**config.mk**
```make
export PLATFORM = sky130hd
export DESIGN_NAME = sec_timer
export DESIGN_NICKNAME = d
export VERILOG_FILES = /design/src/rtl/sec_timer_pkg.sv /design/src/rtl/sec_timer_prescale.sv /design/src/rtl/sec_timer_counter.sv /design/src/rtl/sec_timer_regs.sv /design/src/rtl/sec_timer.sv
export SDC_FILE = /design/constraint.sdc
export NUM_CORES = 1
export LEC_CHECK = 0
export ABC_AREA = 1
export BUFFER_PORTS_ARGS = -buffer_cell sky130_fd_sc_hd__buf_2
export CORE_ASPECT_RATIO = 2
export CORE_MARGIN = 3
export CORE_UTILIZATION = 23
export CTS_CLUSTER_SIZE = 20
export DETAILED_ROUTE_END_ITERATION = 12
export GPL_ROUTABILITY_DRIVEN = 0
export PLACE_DENSITY = 0.45
export SYNTH_ARGS = -nofsm -noshare
export SYNTH_HDL_FRONTEND = slang
export SYNTH_HIERARCHICAL = 1
export SYNTH_SLANG_ARGS = --single-unit
```
**constraint.sdc**
```tcl
create_clock -name clk -period 3.6 [get_ports clk]
set_input_delay 0.72 -clock clk [delete_from_list [all_inputs] [get_ports clk]]
set_output_delay 0.72 -clock clk [all_outputs]
set_load 0.02 [all_outputs]
```
**src/rtl/sec_timer_pkg.sv**
```systemverilog
package sec_timer_pkg;
   typedef enum logic [1:0] {
      REG_MODE   = 2'd0,
      REG_ALARM  = 2'd1,
      REG_VALUE  = 2'd2,
      REG_STATUS = 2'd3
   } reg_sel_e;

   localparam int ST_ALM = 0;
   localparam int ST_STEP = 1;
   localparam int ST_W = 2;
endpackage

```
**src/rtl/sec_timer_prescale.sv**
```systemverilog
module sec_timer_prescale #(
   parameter int PRESC_W = 16
) (
   input  logic               clk,
   input  logic               rst_n,
   input  logic               slow_tick,
   input  logic               restart,
   input  logic [PRESC_W-1:0] presc,
   output logic               wrap
);
   logic [PRESC_W-1:0] phase;
   logic [PRESC_W-1:0] last;

   // value 0 minus one wraps to all-ones, giving a 2^PRESC_W period
   assign last = presc - 1'b1;
   assign wrap = slow_tick && !restart && (phase == last);

   always_ff @(posedge clk or negedge rst_n) begin
      if (!rst_n)
         phase <= '0;
      else if (restart)
         phase <= '0;
      else if (slow_tick)
         phase <= (phase == last) ? '0 : phase + 1'b1;
   end

   p_phase_wrap_r4: assert property (@(posedge clk) disable iff (!rst_n)
      wrap |=> (phase == '0));
   p_phase_restart_r3: assert property (@(posedge clk) disable iff (!rst_n)
      restart |=> (phase == '0));
endmodule

```
**src/rtl/sec_timer_counter.sv**
```systemverilog
module sec_timer_counter #(
   parameter int CNT_W    = 32,
   parameter bit ALARM_ON = 1'b1
) (
   input  logic             clk,
   input  logic             rst_n,
   input  logic             restart,
   input  logic             step,
   input  logic [CNT_W-1:0] alarm,
   output logic [CNT_W-1:0] cnt,
   output logic             alm_evt
);
   logic [CNT_W-1:0] nxt;

   assign nxt = cnt + 1'b1;

   always_ff @(posedge clk or negedge rst_n) begin
      if (!rst_n)
         cnt <= '0;
      else if (restart)
         cnt <= '0;
      else if (step)
         cnt <= nxt;
   end

   generate
      if (ALARM_ON) begin : g_alarm
         // evaluated against the value the counter is about to take
         assign alm_evt = step && !restart && (nxt == alarm);
      end else begin : g_no_alarm
         logic unused_alarm;
         assign unused_alarm = ^alarm;
         assign alm_evt = 1'b0;
      end
   endgenerate

   p_restart_zero_r3: assert property (@(posedge clk) disable iff (!rst_n)
      restart |=> (cnt == '0));
   p_step_one_r4: assert property (@(posedge clk) disable iff (!rst_n)
      (step && !restart) |=> (cnt == $past(cnt) + 1'b1));
   p_hold_r4: assert property (@(posedge clk) disable iff (!rst_n)
      (!step && !restart) |=> $stable(cnt));
   p_alarm_eq_r6: assert property (@(posedge clk) disable iff (!rst_n)
      alm_evt |=> (cnt == $past(alarm)));
endmodule

```
**src/rtl/sec_timer_regs.sv**
```systemverilog
module sec_timer_regs
   import sec_timer_pkg::*;
#(
   parameter int              ADDR_W    = 4,
   parameter int              DATA_W    = 32,
   parameter int              PRESC_W   = 16,
   parameter int              CNT_W     = 32,
   parameter logic [PRESC_W-1:0] PRESC_RST = 16'h8000
) (
   input  logic               clk,
   input  logic               rst_n,
   input  logic               bus_rd,
   input  logic               bus_wr,
   input  logic [ADDR_W-1:0]  bus_addr,
   input  logic [DATA_W-1:0]  bus_wdata,
   output logic [DATA_W-1:0]  bus_rdata,
   input  logic [CNT_W-1:0]   cnt,
   input  logic               step,
   input  logic               alm_evt,
   output logic [PRESC_W-1:0] presc,
   output logic [CNT_W-1:0]   alarm,
   output logic               restart,
   output logic               irq
);
   localparam int EN_ALM = PRESC_W + ST_ALM;
   localparam int EN_STEP = PRESC_W + ST_STEP;
   localparam int RST_BIT = PRESC_W + ST_W;

   logic            mapped;
   reg_sel_e        sel;
   logic [ST_W-1:0] en_q;
   logic [ST_W-1:0] st_q;
   logic [ST_W-1:0] evt;
   logic            wr_mode;
   logic            wr_alarm;
   logic            rd_stat;

   assign sel = reg_sel_e'(bus_addr[3:2]);

   generate
      if (ADDR_W > 4) begin : g_wide_addr
         assign mapped = (bus_addr[1:0] == 2'b00) && (bus_addr[ADDR_W-1:4] == '0);
      end else begin : g_exact_addr
         assign mapped = (bus_addr[1:0] == 2'b00);
      end
   endgenerate

   assign wr_mode  = bus_wr && mapped && (sel == REG_MODE);
   assign wr_alarm = bus_wr && mapped && (sel == REG_ALARM);
   assign rd_stat  = bus_rd && mapped && (sel == REG_STATUS);
   assign restart  = wr_mode && bus_wdata[RST_BIT];

   always_ff @(posedge clk or negedge rst_n) begin
      if (!rst_n) begin
         presc <= PRESC_RST;
         en_q  <= '0;
      end else if (wr_mode) begin
         presc <= bus_wdata[PRESC_W-1:0];
         en_q  <= bus_wdata[EN_STEP:EN_ALM];
      end
   end

   always_ff @(posedge clk or negedge rst_n) begin
      if (!rst_n)
         alarm <= '1;
      else if (wr_alarm)
         alarm <= bus_wdata[CNT_W-1:0];
   end

   always_comb begin
      evt = '0;
      evt[ST_ALM] = alm_evt;
      evt[ST_STEP] = step;
   end

   // a fresh event overrides the clear that a status read performs
   always_ff @(posedge clk or negedge rst_n) begin
      if (!rst_n)
         st_q <= '0;
      else
         st_q <= evt | (rd_stat ? '0 : st_q);
   end

   assign irq = |(st_q & en_q);

   always_comb begin
      bus_rdata = '0;
      if (bus_rd && mapped) begin
         case (sel)
            REG_MODE: begin
               bus_rdata[PRESC_W-1:0] = presc;
               bus_rdata[EN_STEP:EN_ALM] = en_q;
            end
            REG_ALARM:  bus_rdata[CNT_W-1:0] = alarm;
            REG_VALUE:  bus_rdata[CNT_W-1:0] = cnt;
            REG_STATUS: bus_rdata[ST_W-1:0] = st_q;
            default:    bus_rdata = '0;
         endcase
      end
   end

   p_sticky_r6: assert property (@(posedge clk) disable iff (!rst_n)
      (st_q[ST_ALM] && !rd_stat) |=> st_q[ST_ALM]);
   p_sticky_r7: assert property (@(posedge clk) disable iff (!rst_n)
      (st_q[ST_STEP] && !rd_stat) |=> st_q[ST_STEP]);
   p_clear_r8: assert property (@(posedge clk) disable iff (!rst_n)
      (rd_stat && !step) |=> (st_q == '0));
   p_evt_wins_r8: assert property (@(posedge clk) disable iff (!rst_n)
      step |=> st_q[ST_STEP]);
   p_irq_quiet_r9: assert property (@(posedge clk) disable iff (!rst_n)
      (en_q == '0) |-> !irq);
   p_unmapped_r10: assert property (@(posedge clk) disable iff (!rst_n)
      !mapped |-> (bus_rdata == '0));
endmodule

```
**src/rtl/sec_timer.sv**
```systemverilog
module sec_timer #(
   parameter int              ADDR_W    = 4,
   parameter int              DATA_W    = 32,
   parameter int              PRESC_W   = 16,
   parameter int              CNT_W     = 32,
   parameter logic [PRESC_W-1:0] PRESC_RST = 16'h8000,
   parameter bit              ALARM_ON  = 1'b1
) (
   input  logic              clk,
   input  logic              rst_n,
   input  logic              slow_tick,
   input  logic              bus_rd,
   input  logic              bus_wr,
   input  logic [ADDR_W-1:0] bus_addr,
   input  logic [DATA_W-1:0] bus_wdata,
   output logic [DATA_W-1:0] bus_rdata,
   output logic              irq
);
   initial begin
      if (ADDR_W < 4) $error("sec_timer: ADDR_W must be at least 4");
      if (DATA_W < PRESC_W + 3) $error("sec_timer: DATA_W too narrow for mode fields");
      if (CNT_W > DATA_W) $error("sec_timer: CNT_W exceeds DATA_W");
      if (PRESC_W < 1) $error("sec_timer: PRESC_W must be positive");
   end

   logic [PRESC_W-1:0] presc;
   logic [CNT_W-1:0]   alarm;
   logic [CNT_W-1:0]   cnt;
   logic               restart;
   logic               step;
   logic               alm_evt;

   sec_timer_prescale #(.PRESC_W(PRESC_W)) u_presc (
      .clk(clk), .rst_n(rst_n), .slow_tick(slow_tick),
      .restart(restart), .presc(presc), .wrap(step)
   );

   sec_timer_counter #(.CNT_W(CNT_W), .ALARM_ON(ALARM_ON)) u_cnt (
      .clk(clk), .rst_n(rst_n), .restart(restart), .step(step),
      .alarm(alarm), .cnt(cnt), .alm_evt(alm_evt)
   );

   sec_timer_regs #(
      .ADDR_W(ADDR_W), .DATA_W(DATA_W), .PRESC_W(PRESC_W),
      .CNT_W(CNT_W), .PRESC_RST(PRESC_RST)
   ) u_regs (
      .clk(clk), .rst_n(rst_n), .bus_rd(bus_rd), .bus_wr(bus_wr),
      .bus_addr(bus_addr), .bus_wdata(bus_wdata), .bus_rdata(bus_rdata),
      .cnt(cnt), .step(step), .alm_evt(alm_evt), .presc(presc),
      .alarm(alarm), .restart(restart), .irq(irq)
   );
endmodule

```
==> results of run 1 <==
area by class of cell:
class	instances	area, µm²
multi-input cells	961	4451
well taps	432	540.5
repair buffers	87	498.0
inverters	149	559.3
clock buffers	11	252.7
clock inverters	5	36.28
fillers	3771	24170
flip-flops and latches	100	2544
final timing paths:
path | start | to | cells past startpoint
worst min-delay path | rst_n | u_regs/presc[0] | 1
worst min register to register | u_regs/alarm[26] | u_regs/alarm[26] | 2
max in group asynchronous | rst_n | u_regs/alarm[12] | 2
min in group clk | u_regs/alarm[26] | u_regs/alarm[26] | 2
worst max-delay path | u_regs/presc[0] | u_regs/st_q[0] | 26
worst max register to register | u_regs/presc[0] | u_regs/st_q[0] | 26
worst max-delay path: cells and delay by family, from the launching register on:
kind / cells / cell delay [ns]
buf+inv: 2 / 0.20
compound gates: 1 / 0.12
fa+ha+maj: 1 / 0.28
simple gates: 22 / 1.86
flops: 1 / 0.41
metrics by stage:
| step | hold WS, ns | worst slack, ns | util [%] | total power, mW |
|---|---|---|---|---|
| after floorplan | 0.4244 | 0.7765 | - | 2.706 |
| after global routing | 0.3366 | 0.2778 | 26.87 | 4.523 |
| after CTS | 0.3100 | 0.6465 | 26.87 | 4.279 |
| after global placement | 0.4707 | 0.6909 | 26.00 | 3.220 |
| final | 0.3118 | 0.6685 | 26.87 | 4.207 |
| after detailed placement | 0.4736 | 0.6565 | 26.00 | 3.231 |
per-layer routing:
metal / wire length, µm / track usage, % / up-vias
li1: - / - / 4028
met1: 9897 / 15.21 / 3675
met2: 17530 / 34.45 / 164
met3: 763 / 1.701 / 55
met4: 1434 / 8.699 / 0
met5: 0 / 0 / -
cells by family (layout without fill, tap and decap cells):
family / after synthesis / count (layout) / share of synthesized area, %
xor+xnor: 16 / 16 / 2.162
simple gates: 873 / 873 / 48.93
flops: 100 / 100 / 32.80
compound gates: 63 / 63 / 4.743
fa+ha+maj: 9 / 9 / 1.452
buf+inv: 192 / 252 / 9.921
registers in the layout (all words and copies together), names as in the netlist:
register,count
u_regs/alarm,32
u_cnt/cnt,32
u_regs/presc,16
u_presc/phase,16
u_regs/st_q,2
u_regs/en_q,2
power by group through the flow:
stage	clock, mW	sequential (mW)	combinational [mW]
2_1_floorplan	0	1.65	1.06
3_3_place_gp	0	1.79	1.43
3_5_place_dp	0	1.80	1.43
4_1_cts	1.06	1.78	1.44
5_1_grt	1.09	1.82	1.62
6_report	1.01	1.77	1.43
layout by cell type (no fill, tap or decap), drive strengths merged, types with 19 or more instances in the layout:
cell type  instances
buf               87
dfrtp             67
dfstp             33
inv              149
nand2            542
nand3             78
nand4             57
nor2             169
o21ai             19
o22ai             27
==> metrics.log, run 1 <==
INFO  metric critPathArrivalTime = roughly 3.3 ns
INFO  metric maxSlewViolCount = 0
INFO  metric maxCapViolCount = 0
INFO  metric synth_ff_type = sky130_fd_sc_hd__dfrtp_1
INFO  metric power.share.switching = 42.32%
INFO  metric clk-insertion-delay-late = 0.38 ns
INFO  metric avgRoutedWirePerCell = approximately 17 µm
INFO  metric power.share.combinational = about a third
INFO  metric syn_to_final_growth = 14.50%
INFO  metric worst_clock_skew = roughly 0.013 ns
INFO  metric max_slew.worst_pin.slew = around 0.79 ns
INFO  metric numCtsBuffers = 9
INFO  metric synthCells = around 1.3k
INFO  metric place.port_buffers = 73
INFO  metric critical-path-top-cell-by-count = sky130_fd_sc_hd__nand2_1
INFO  metric drt_pass1_iterations = 5
INFO  metric grt.overflow.total = 0
INFO  metric synth.top_cell.area_share = around a quarter
INFO  metric worst-path-max-fanout = 5
INFO  metric floorplan.initialDensity = between 20% and 30%
INFO  metric yosys-top-cells-area = sky130_fd_sc_hd__nand2_1, sky130_fd_sc_hd__dfrtp_1, sky130_fd_sc_hd__dfstp_2
INFO  metric top_post_synthesis_cells_by_count = sky130_fd_sc_hd__nand2_1, sky130_fd_sc_hd__nor2_1, sky130_fd_sc_hd__inv_1
INFO  metric yosys.cell_count.top_type = sky130_fd_sc_hd__nand2_1
INFO  metric timing.critical_path.required = between 3 and 4 ns
INFO  metric p_leak = between 4 and 5 nW
INFO  metric clk_path_buf_depth = 2
INFO  metric synthesis.area = between 7000 and 8000 µm²
INFO  metric grt_max_degree = between 60 and 70
INFO  metric ffs_latches_synth = 100
INFO  metric synth.yosys.seq_area_share = ~33%
INFO  metric internal_power = 2.427 mW
INFO  metric finish.net_count = ~1.4k
INFO  metric cts_repair_resize_count = 0
INFO  metric slowest_stage = sky130_fd_sc_hd__dfrtp_1
INFO  metric powerDensity = between 400 and 500 nW/µm²
INFO  metric insertedDiodeCount = 0
INFO  metric post-cts-setup-buffer-count = 0
INFO  metric grt_use_total = between 15 and 20%
INFO  metric tritoncts_num_sinks = 100
INFO  metric grt_pass1_wl = about 45 mm
INFO  metric synth_warnings = 6
INFO  metric dp_cells = around 1.7k
INFO  metric synthDistinctLibCells = 38
INFO  metric hold_violations = 0
INFO  metric layout-drive-gt1-share = 13.33%
INFO  metric setup_violations = 0
INFO  metric synth_area_leader = sky130_fd_sc_hd__nand2_1
INFO  metric grt_setup_unrepaired = no
INFO  metric ios = 74
INFO  metric total_switching_power = 1.780 mW
INFO  metric dpl-instance-area = roughly 8600 µm²
INFO  metric fmaxAchievable = 0.3411 GHz
INFO  metric cts_hold_buf = 0
INFO  metric final_design_area_no_fill = between 8000 and 9000 µm²
INFO  metric drt-vias-per-instance = 4.540
INFO  metric rows = between 90 and 100
INFO  metric timing.critical_path.slowest_cell_delay = ~0.4 ns
INFO  metric grt_pass1_vias = approximately 8k
INFO  metric die_height = roughly 270 µm
INFO  metric cts.reportedPaths.clkPinSlew = 0.08 ns
INFO  metric synth_enable_flop_cells = 0
INFO  metric syn_nets = about 1.3k
INFO  metric outcome = finished clean
INFO  metric num_vias = 7922
INFO  metric fin_crit_sh = 81.43%
INFO  metric worstSetupPathType = reg -> reg
INFO  metric vdd.ir_drop.worst = 0.2234 mV
INFO  metric hold_path.class = in -> async
INFO  metric grt_antenna_before_repair = 0
INFO  metric die_width = about 140 µm
INFO  metric setup.worst_path.end_class = flop
INFO  metric drt_iter0_markers = roughly 370
INFO  metric die_area = roughly 36000 µm²
INFO  metric drt_wl_total = ~30 mm
INFO  metric tritoncts = built
INFO  metric ys_async_sr_fraction = between 90% and 100%
INFO  metric final-instance-count-excl-fill = 1745
INFO  metric finalCriticalPeriod = a little under 3 ns
INFO  metric route.antenna.remaining_nets = 0
INFO  metric timing.reg2reg.setup_slack = 0.67 ns
INFO  metric synth_area_per_cell = just over 6 µm²
INFO  metric core_area = about 33000 µm²
INFO  metric cts.root.buffer_cell = sky130_fd_sc_hd__clkbuf_16
INFO  metric h_tree_lvl_count = 3
INFO  metric fin_setup_tns = 0 ns
INFO  metric timing.critical_path.from_type = flop
INFO  metric relSlewSlack = a little under half
INFO  metric hpwl = ~23 mm
INFO  metric drt_drc_violations_left = 0
INFO  metric share_seq_of_total_power = between 40% and 50%
INFO  metric share_clk_of_total_power = a little under a quarter
No activity file was read; power rests on OpenSTA's default activity.
==> inputs of run 2 (changes only) <==
==> constraint.sdc (replaced) <==
create_clock -name clk -period 2.7 [get_ports clk]
set_input_delay 0.54 -clock clk [delete_from_list [all_inputs] [get_ports clk]]
set_output_delay 0.54 -clock clk [all_outputs]
set_load 0.02 [all_outputs]
==> metrics.log, run 2 (same netlist as run 1, synthesis figures left out) <==
INFO  metric powerDensity = 625.0 nW/µm² (+32%)
INFO  metric die_height = 265.7 µm (unchanged)
INFO  metric final_cell_mix = sky130_fd_sc_hd__nand2_1, sky130_fd_sc_hd__nor2_1, sky130_fd_sc_hd__inv_1, sky130_fd_sc_hd__buf_2, sky130_fd_sc_hd__nand3_1
INFO  metric grt_use_total = 16.28% (-0.35 points)
INFO  metric layout-drive-gt1-share = 17.11% (+3.8 points)
INFO  metric clk-insertion-delay-late = 0.38 ns (about the same)
INFO  metric multi_input_comb_area = 4496 µm² (+1.0%)
INFO  metric maxSlewViolCount = 0 (unchanged)
INFO  metric ios = 74 (unchanged)
INFO  metric outcome = finished clean
INFO  metric h_tree_lvl_count = 3 (unchanged)
INFO  metric maxCapViolCount = 0 (unchanged)
INFO  metric finish.net_count = 1407 (+3.6%)
INFO  metric grt.overflow.total = 0 (unchanged)
INFO  metric grt_pass1_vias = 8127 (+3.7%)
INFO  metric insertedDiodeCount = 0 (unchanged)
INFO  metric drt_drc_violations_left = 0 (unchanged)
INFO  metric clk_path_buf_depth = 2 (unchanged)
INFO  metric power = 5.840 mW (+39%)
INFO  metric critical-path-top-cell-by-count = sky130_fd_sc_hd__nand2_1
INFO  metric slowest_stage = sky130_fd_sc_hd__dfrtp_1
INFO  metric final_design_area_no_fill = 9345 µm² (+5.2%)
INFO  metric die_area = 36100 µm² (unchanged)
INFO  metric finalCriticalPeriod = 2.691 ns (-0.2401 ns)
INFO  metric worst-path-max-fanout = 6 (+1)
INFO  metric grt_pass1_wl = 44.62 mm (-0.75%)
INFO  metric timing.critical_path.slowest_cell_delay = 0.39 ns (-0.02 ns)
INFO  metric worst_hold_margin = 0.1655 ns (-0.1463 ns)
INFO  metric cts.reportedPaths.clkPinSlew = 0.08 ns (about the same)
INFO  metric timing.critical_path.required = 3.02 ns (-0.90 ns)
INFO  metric final_common_cell = sky130_fd_sc_hd__nand2_1
INFO  metric syn_to_final_growth = 20.49%
INFO  metric dpl-instance-area = 8992 µm² (+4.7%)
INFO  metric avgRoutedWirePerCell = 16.06 µm (-5.4%)
INFO  metric setup_violations = 0 (unchanged)
INFO  metric ff_latch_area = 2544 µm² (unchanged)
INFO  metric num_vias = 8124 (+2.5%)
INFO  metric fmaxAchievable = 0.3715 GHz (+8.9%)
INFO  metric p_leak = 4.908 nW (+5.6%)
INFO  metric reg.largest.list = u_cnt/cnt x32, u_regs/alarm x32
INFO  metric hold_path.class = in -> async
INFO  metric rows = 94 (unchanged)
INFO  metric setup.worst_path.end_class = flop
INFO  metric hpwl = 22.64 mm (-1.7%)
INFO  metric filler_cell_count = 3727 (-1.2%)
INFO  metric drt_iter0_markers = 406 (+10%)
INFO  metric core_area = 33050 µm² (unchanged)
INFO  metric drt-vias-per-instance = 4.528 (-0.25%)
INFO  metric numCtsBuffers = 9 (unchanged)
INFO  metric route.antenna.remaining_nets = 0 (unchanged)
INFO  metric drt_wl_total = 28.81 mm (-2.8%)
INFO  metric vdd.ir_drop.worst = 0.3387 mV (+52%)
INFO  metric tritoncts_num_sinks = 100 (unchanged)
INFO  metric timing.critical_path.from_type = flop
INFO  metric grt_antenna_before_repair = 0 (unchanged)
INFO  metric drt_pass1_iterations = 6 (+1)
INFO  metric worst_clock_skew = 0.01249 ns (-0.0008563 ns)
INFO  metric die_width = 135.9 µm (unchanged)
INFO  metric cts_hold_buf = 0 (unchanged)
INFO  metric cts.root.buffer_cell = sky130_fd_sc_hd__clkbuf_16
INFO  metric floorplan.initialDensity = 23.47% (unchanged)
INFO  metric relSlewSlack = 59.46% (+12 points)
INFO  metric max_slew.worst_pin.slew = 0.6081 ns (-0.1859 ns)
INFO  metric grt_setup_unrepaired = yes
INFO  metric tritoncts = built
INFO  metric worstSetupPathType = reg -> reg
INFO  metric grt_max_degree = 52 (-25%)
INFO  metric fin_crit_sh = 99.68% (+18 points)
INFO  metric hold_violations = 0 (unchanged)
INFO  metric place.port_buffers = 73 (unchanged)
INFO  metric critPathArrivalTime = 3.01 ns (-0.24 ns)
## run 2: cell types whose count changed in the layout (fill, tap and decap cells not counted), sizes merged
cell / before / now
buf: 87 / 136
bufinv: 0 / 1
clkinv: 5 / 2
clkinvlp: 0 / 1
inv: 149 / 150
## run 2: power by group
| part | internal (mW) | total (mW) | switching, mW |
|---|---|---|---|
| Clock | 0.749 | 1.39 | 0.645 |
| Combinational | 0.839 | 2.13 | 1.29 |
| Sequential | 1.88 | 2.32 | 0.435 |
| Total | 3.47 | 5.84 | 2.37 |
## run 2: worst paths after layout
path	start	cells past startpoint	endpoint	slack, ns
worst max-delay path	u_regs/presc[1]	26	u_regs/st_q[0]	0.009
worst min-delay path	rst_n	1	u_presc/phase[11]	0.17
worst max register to register	u_regs/presc[1]	26	u_regs/st_q[0]	0.009
worst min register to register	u_regs/alarm[28]	2	u_regs/alarm[28]	0.48
max in group asynchronous	rst_n	2	u_regs/alarm[28]	1.74
min in group clk	bus_wdata[27]	3	u_regs/alarm[27]	0.38
## run 2: layout make-up
class / count / share of cell area [%]
inverters: 149 / 5.985
multi-input cells: 961 / 48.11
well taps: 432 / 5.784
clock buffers: 11 / 2.597
flip-flops and latches: 100 / 27.22
repair buffers: 136 / 9.667
clock inverters: 5 / 0.6427
## run 2: per-layer routing
metal	global-route usage [%]	wire (µm)
met1	16.00	10140
met2	32.30	16540
met3	1.663	671
met4	8.836	1463
met5	0	0
## run 2: per-stage QoR
stage / instances / setup TNS, ns / utilization, % / setup slack, ns
floorplan: 1253 / 0 / - / 0.02066
global route: 1794 / -0.7877 / 28.28 / -0.2932
CTS: 1793 / -0.005226 / 28.21 / -0.005226
finish: 1794 / 0 / 28.28 / 0.008561
detailed placement: 1777 / -0.08056 / 27.21 / -0.08056
global placement: 1777 / -0.08767 / 27.21 / -0.08767
## run 2: worst max-delay path: cells and delay by family, from the launching register on
kind                   cells  cell delay (ns)
AO/OA/AOI/OAI              1             0.11
buffers and inverters      3             0.26
flip-flops                 1             0.39
AND/OR/NAND/NOR           22             1.85
## run 2: what timing repair did
| item | in CTS | in global routing |
|---|---|---|
| pin swaps | 1 | 0 |
| gates resized for setup | 9 | 5 |
| setup buffers | 0 | 1 |
| endpoints found under the setup margin | 1 | 6 |
==> inputs of run 3 (changes only) <==
--- a/config.mk
+++ b/config.mk
@@ -16,5 +16,4 @@
 export PLACE_DENSITY = 0.45
 export SYNTH_ARGS = -nofsm -noshare
 export SYNTH_HDL_FRONTEND = slang
-export SYNTH_HIERARCHICAL = 1
 export SYNTH_SLANG_ARGS = --single-unit
==> metrics.log, run 3 <==
INFO  metric outcome = finished clean
INFO  metric layout-drive-gt1-share = 16.19% (-0.91 points)
INFO  metric final_core_utilization = 27.91% (-0.37 points)
INFO  metric grt_setup_unrepaired = no
INFO  metric fin_setup_tns = 0 ns (unchanged)
INFO  metric grt_max_degree = 46 (-12%)
INFO  metric synth.top_cell.area_share = 23.85% (-1.9 points)
INFO  metric die_width = 129.6 µm (-4.6%)
INFO  metric hpwl = 20.46 mm (-9.7%)
INFO  metric timing.critical_path.slowest_cell_delay = 0.35 ns (-0.04 ns)
INFO  metric grt_pass1_wl = 39.57 mm (-11%)
INFO  metric dpl-instance-area = 8000 µm² (-11%)
INFO  metric slowest_stage = sky130_fd_sc_hd__clkinv_1
INFO  metric synth.yosys.seq_area_share = 36.19% (+3.4 points)
INFO  metric reg.largest.list = u_cnt.cnt x32, u_regs.alarm x32
INFO  metric drt-vias-per-instance = 4.588 (+1.3%)
INFO  metric tritoncts_num_sinks = 100 (unchanged)
INFO  metric h_tree_lvl_count = 3 (unchanged)
INFO  metric final_design_area_no_fill = 8328 µm² (-11%)
INFO  metric synthDistinctLibCells = 36 (-5.3%)
INFO  metric dp_cells = 1478 (-17%)
INFO  metric clk_path_buf_depth = 2 (unchanged)
INFO  metric drt_pass1_iterations = 4 (-2)
INFO  metric hold_violations = 0 (unchanged)
INFO  metric grt.overflow.total = 0 (unchanged)
INFO  metric drt_drc_violations_left = 0 (unchanged)
INFO  metric setup_violations = 0 (unchanged)
INFO  metric maxSlewViolCount = 0 (unchanged)
INFO  metric filler_cell_count = 3362 (-9.8%)
INFO  metric die_height = 253.2 µm (-4.7%)
INFO  metric synth_enable_flop_cells = 0 (unchanged)
INFO  metric synth_area_leader = sky130_fd_sc_hd__dfrtp_1
INFO  metric ff2ff_path_depth = 13 (-50%)
INFO  metric ffs_latches_synth = 100 (unchanged)
INFO  metric grt_antenna_before_repair = 0 (unchanged)
INFO  metric final-instance-count-excl-fill = 1494 (-17%)
INFO  metric syn_to_final_growth = 18.48%
INFO  metric timing.critical_path.from_type = input port
INFO  metric yosys.cell_count.top_type = sky130_fd_sc_hd__nand2_1
INFO  metric core_area = 29840 µm² (-9.7%)
INFO  metric floorplan.initialDensity = 23.55% (+0.085 points)
INFO  metric route.antenna.remaining_nets = 0 (unchanged)
INFO  metric synthesis.area = 7029 µm² (-9.4%)
INFO  metric cts_repair_resize_count = 0 (-9)
INFO  metric insertedDiodeCount = 0 (unchanged)
INFO  metric syn_nets = 1094 (-16%)
INFO  metric finish.net_count = 1175 (-16%)
INFO  metric final_cell_mix = sky130_fd_sc_hd__nand2_1, sky130_fd_sc_hd__inv_1, sky130_fd_sc_hd__nand3_1, sky130_fd_sc_hd__nor2_1, sky130_fd_sc_hd__buf_2
INFO  metric ff_latch_area = 2544 µm² (unchanged)
INFO  metric relSlewSlack = 58.18% (-1.3 points)
INFO  metric maxCapViolCount = 0 (unchanged)
INFO  metric ys_async_sr_fraction = 100.0% (unchanged)
INFO  metric cts_hold_buf = 0 (unchanged)
INFO  metric num_vias = 6854 (-16%)
INFO  metric numCtsBuffers = 9 (unchanged)
INFO  metric rows = 89 (-5.3%)
INFO  metric p_leak = 3.970 nW (-19%)
INFO  metric drt_iter0_markers = 373 (-8.1%)
INFO  metric powerDensity = 582.5 nW/µm² (-6.8%)
INFO  metric worst-path-max-fanout = 10 (+4)
INFO  metric max_slew.worst_pin.slew = 0.6272 ns (+0.01915 ns)
INFO  metric place.port_buffers = 73 (unchanged)
INFO  metric drt_wl_total = 25.61 mm (-11%)
INFO  metric synth_area_per_cell = 6.733 µm² (+8.8%)
INFO  metric synth_ff_type = sky130_fd_sc_hd__dfrtp_1
INFO  metric synth_warnings = 0 (-6)
INFO  metric timing.critical_path.required = 2.16 ns (-0.86 ns)
INFO  metric tritoncts = built
INFO  metric critical-path-top-cell-by-count = sky130_fd_sc_hd__buf_2
INFO  metric cts.root.buffer_cell = sky130_fd_sc_hd__clkbuf_16
INFO  metric vdd.ir_drop.worst = 0.3310 mV (-2.2%)
INFO  metric post-cts-setup-buffer-count = 0 (unchanged)
INFO  metric worstSetupPathType = in -> out
INFO  metric finalCriticalPeriod = 2.514 ns (-0.1771 ns)
INFO  metric critical_path.cell_chain = buf_2 > inv_1 > ha_1 > clkinv_1 > o22ai_1 > a21oi_1 > nor2_1 > buf_2
INFO  metric multi_input_comb_area = 3886 µm² (-14%)
INFO  metric avgRoutedWirePerCell = 17.14 µm (+6.8%)
INFO  metric top_post_synthesis_cells_by_count = sky130_fd_sc_hd__nand2_1, sky130_fd_sc_hd__inv_1, sky130_fd_sc_hd__nand3_1
INFO  metric worst_clock_skew = 0.01183 ns (-0.0006569 ns)
INFO  metric synthCells = 1044 (-17%)
INFO  metric ios = 74 (unchanged)
INFO  metric setup.worst_path.end_class = primary output
INFO  metric cts.reportedPaths.clkPinSlew = 0.07 ns (about the same)
INFO  metric critPathArrivalTime = 1.97 ns (-1.04 ns)
INFO  metric hold_path.class = in -> async
INFO  metric grt_pass1_vias = 7026 (-14%)
INFO  metric final_common_cell = sky130_fd_sc_hd__nand2_1
INFO  metric grt_use_total = 16.16% (-0.12 points)
INFO  metric fin_crit_sh = 93.12% (-6.6 points)
INFO  metric fmaxAchievable = 0.3977 GHz (+7.0%)
INFO  metric die_area = 32820 µm² (-9.1%)
INFO  metric clk-insertion-delay-late = 0.38 ns (about the same)
INFO  metric yosys-top-cells-area = sky130_fd_sc_hd__dfrtp_1, sky130_fd_sc_hd__nand2_1, sky130_fd_sc_hd__dfstp_2
[run 3: cell types whose count changed after synthesis, moves of 11 or more]
cell                      delta
sky130_fd_sc_hd__nand2_1   -183
sky130_fd_sc_hd__nand4_1    -44
sky130_fd_sc_hd__nor2_1     -43
sky130_fd_sc_hd__nand3_1    +36
sky130_fd_sc_hd__o21ai_0    +36
sky130_fd_sc_hd__inv_1      -31
sky130_fd_sc_hd__a21oi_1    +26
sky130_fd_sc_hd__buf_2      -15
sky130_fd_sc_hd__xor2_1     +12
sky130_fd_sc_hd__mux2_2     +11
[run 3: cells by family after synthesis]
logic type | synth area share, %
buffers and inverters | 8.597
AOI/OAI and AO/OA | 8.704
xor gates and xnor gates | 5.340
adders and majority gates | 1.602
and+or+nand+nor | 37.81
DFF | 36.19
muxes | 1.762
[run 3: final timing paths]
| check | start | endpoint | slack, ns |
|---|---|---|---|
| min in group clk | bus_wdata[23] | u_regs.alarm[23] | 0.40 |
| max in group asynchronous | rst_n | u_regs.alarm[19] | 1.77 |
| worst min register to register | u_regs.alarm[11] | u_regs.alarm[11] | 0.50 |
| worst max-delay path | bus_addr[2] | bus_rdata[14] | 0.19 |
| worst min-delay path | rst_n | u_presc.phase[0] | 0.16 |
| worst max register to register | u_regs.presc[0] | u_regs.st_q[0] | 0.27 |
[run 3: layer usage]
| metal | vias up | GRT usage (%) | wire length [µm] |
|---|---|---|---|
| li1 | 3486 | - | - |
| met1 | 3228 | 15.16 | 8881 |
| met2 | 100 | 32.92 | 15060 |
| met3 | 40 | 2.385 | 642 |
| met4 | 0 | 7.194 | 1033 |
| met5 | - | 0 | 0 |
[run 3: report_power, final]
group | leakage (nW) | switching [mW] | internal (mW) | total [mW]
combinational | 2.57 | 0.746 | 0.509 | 1.25
clock | 0.156 | 0.642 | 0.842 | 1.48
sequential | 1.24 | 0.305 | 1.81 | 2.11
[run 3: final cells by class]
| cell class | instances | area share (%) |
|---|---|---|
| multi-input cells | 791 | 46.66 |
| well taps | 364 | 5.469 |
| inverters | 121 | 5.454 |
| clock inverters | 5 | 1.022 |
| clock buffers | 11 | 2.915 |
| repair buffers | 102 | 7.933 |
| flip-flops and latches | 100 | 30.54 |
[run 3: stage by stage]
stage          worst slack (ns)  hold WS [ns]  total power [mW]
2_1_floorplan            0.3604        0.2444             2.933
6_report                 0.1857        0.1646             4.851
5_1_grt                 0.05220        0.2042             5.165
3_5_place_dp             0.1473        0.4948             3.417
3_3_place_gp             0.1773        0.4872             3.403
4_1_cts                  0.1440        0.1799             4.931
[run 3: critical path: cells and delay by family]
kind                     cells  cell delay, ns
buffers and inverters        4            0.77
adder cells (fa/ha/maj)      1            0.18
AND/OR/NAND/NOR              1            0.17
AO/OA/AOI/OAI                2            0.31
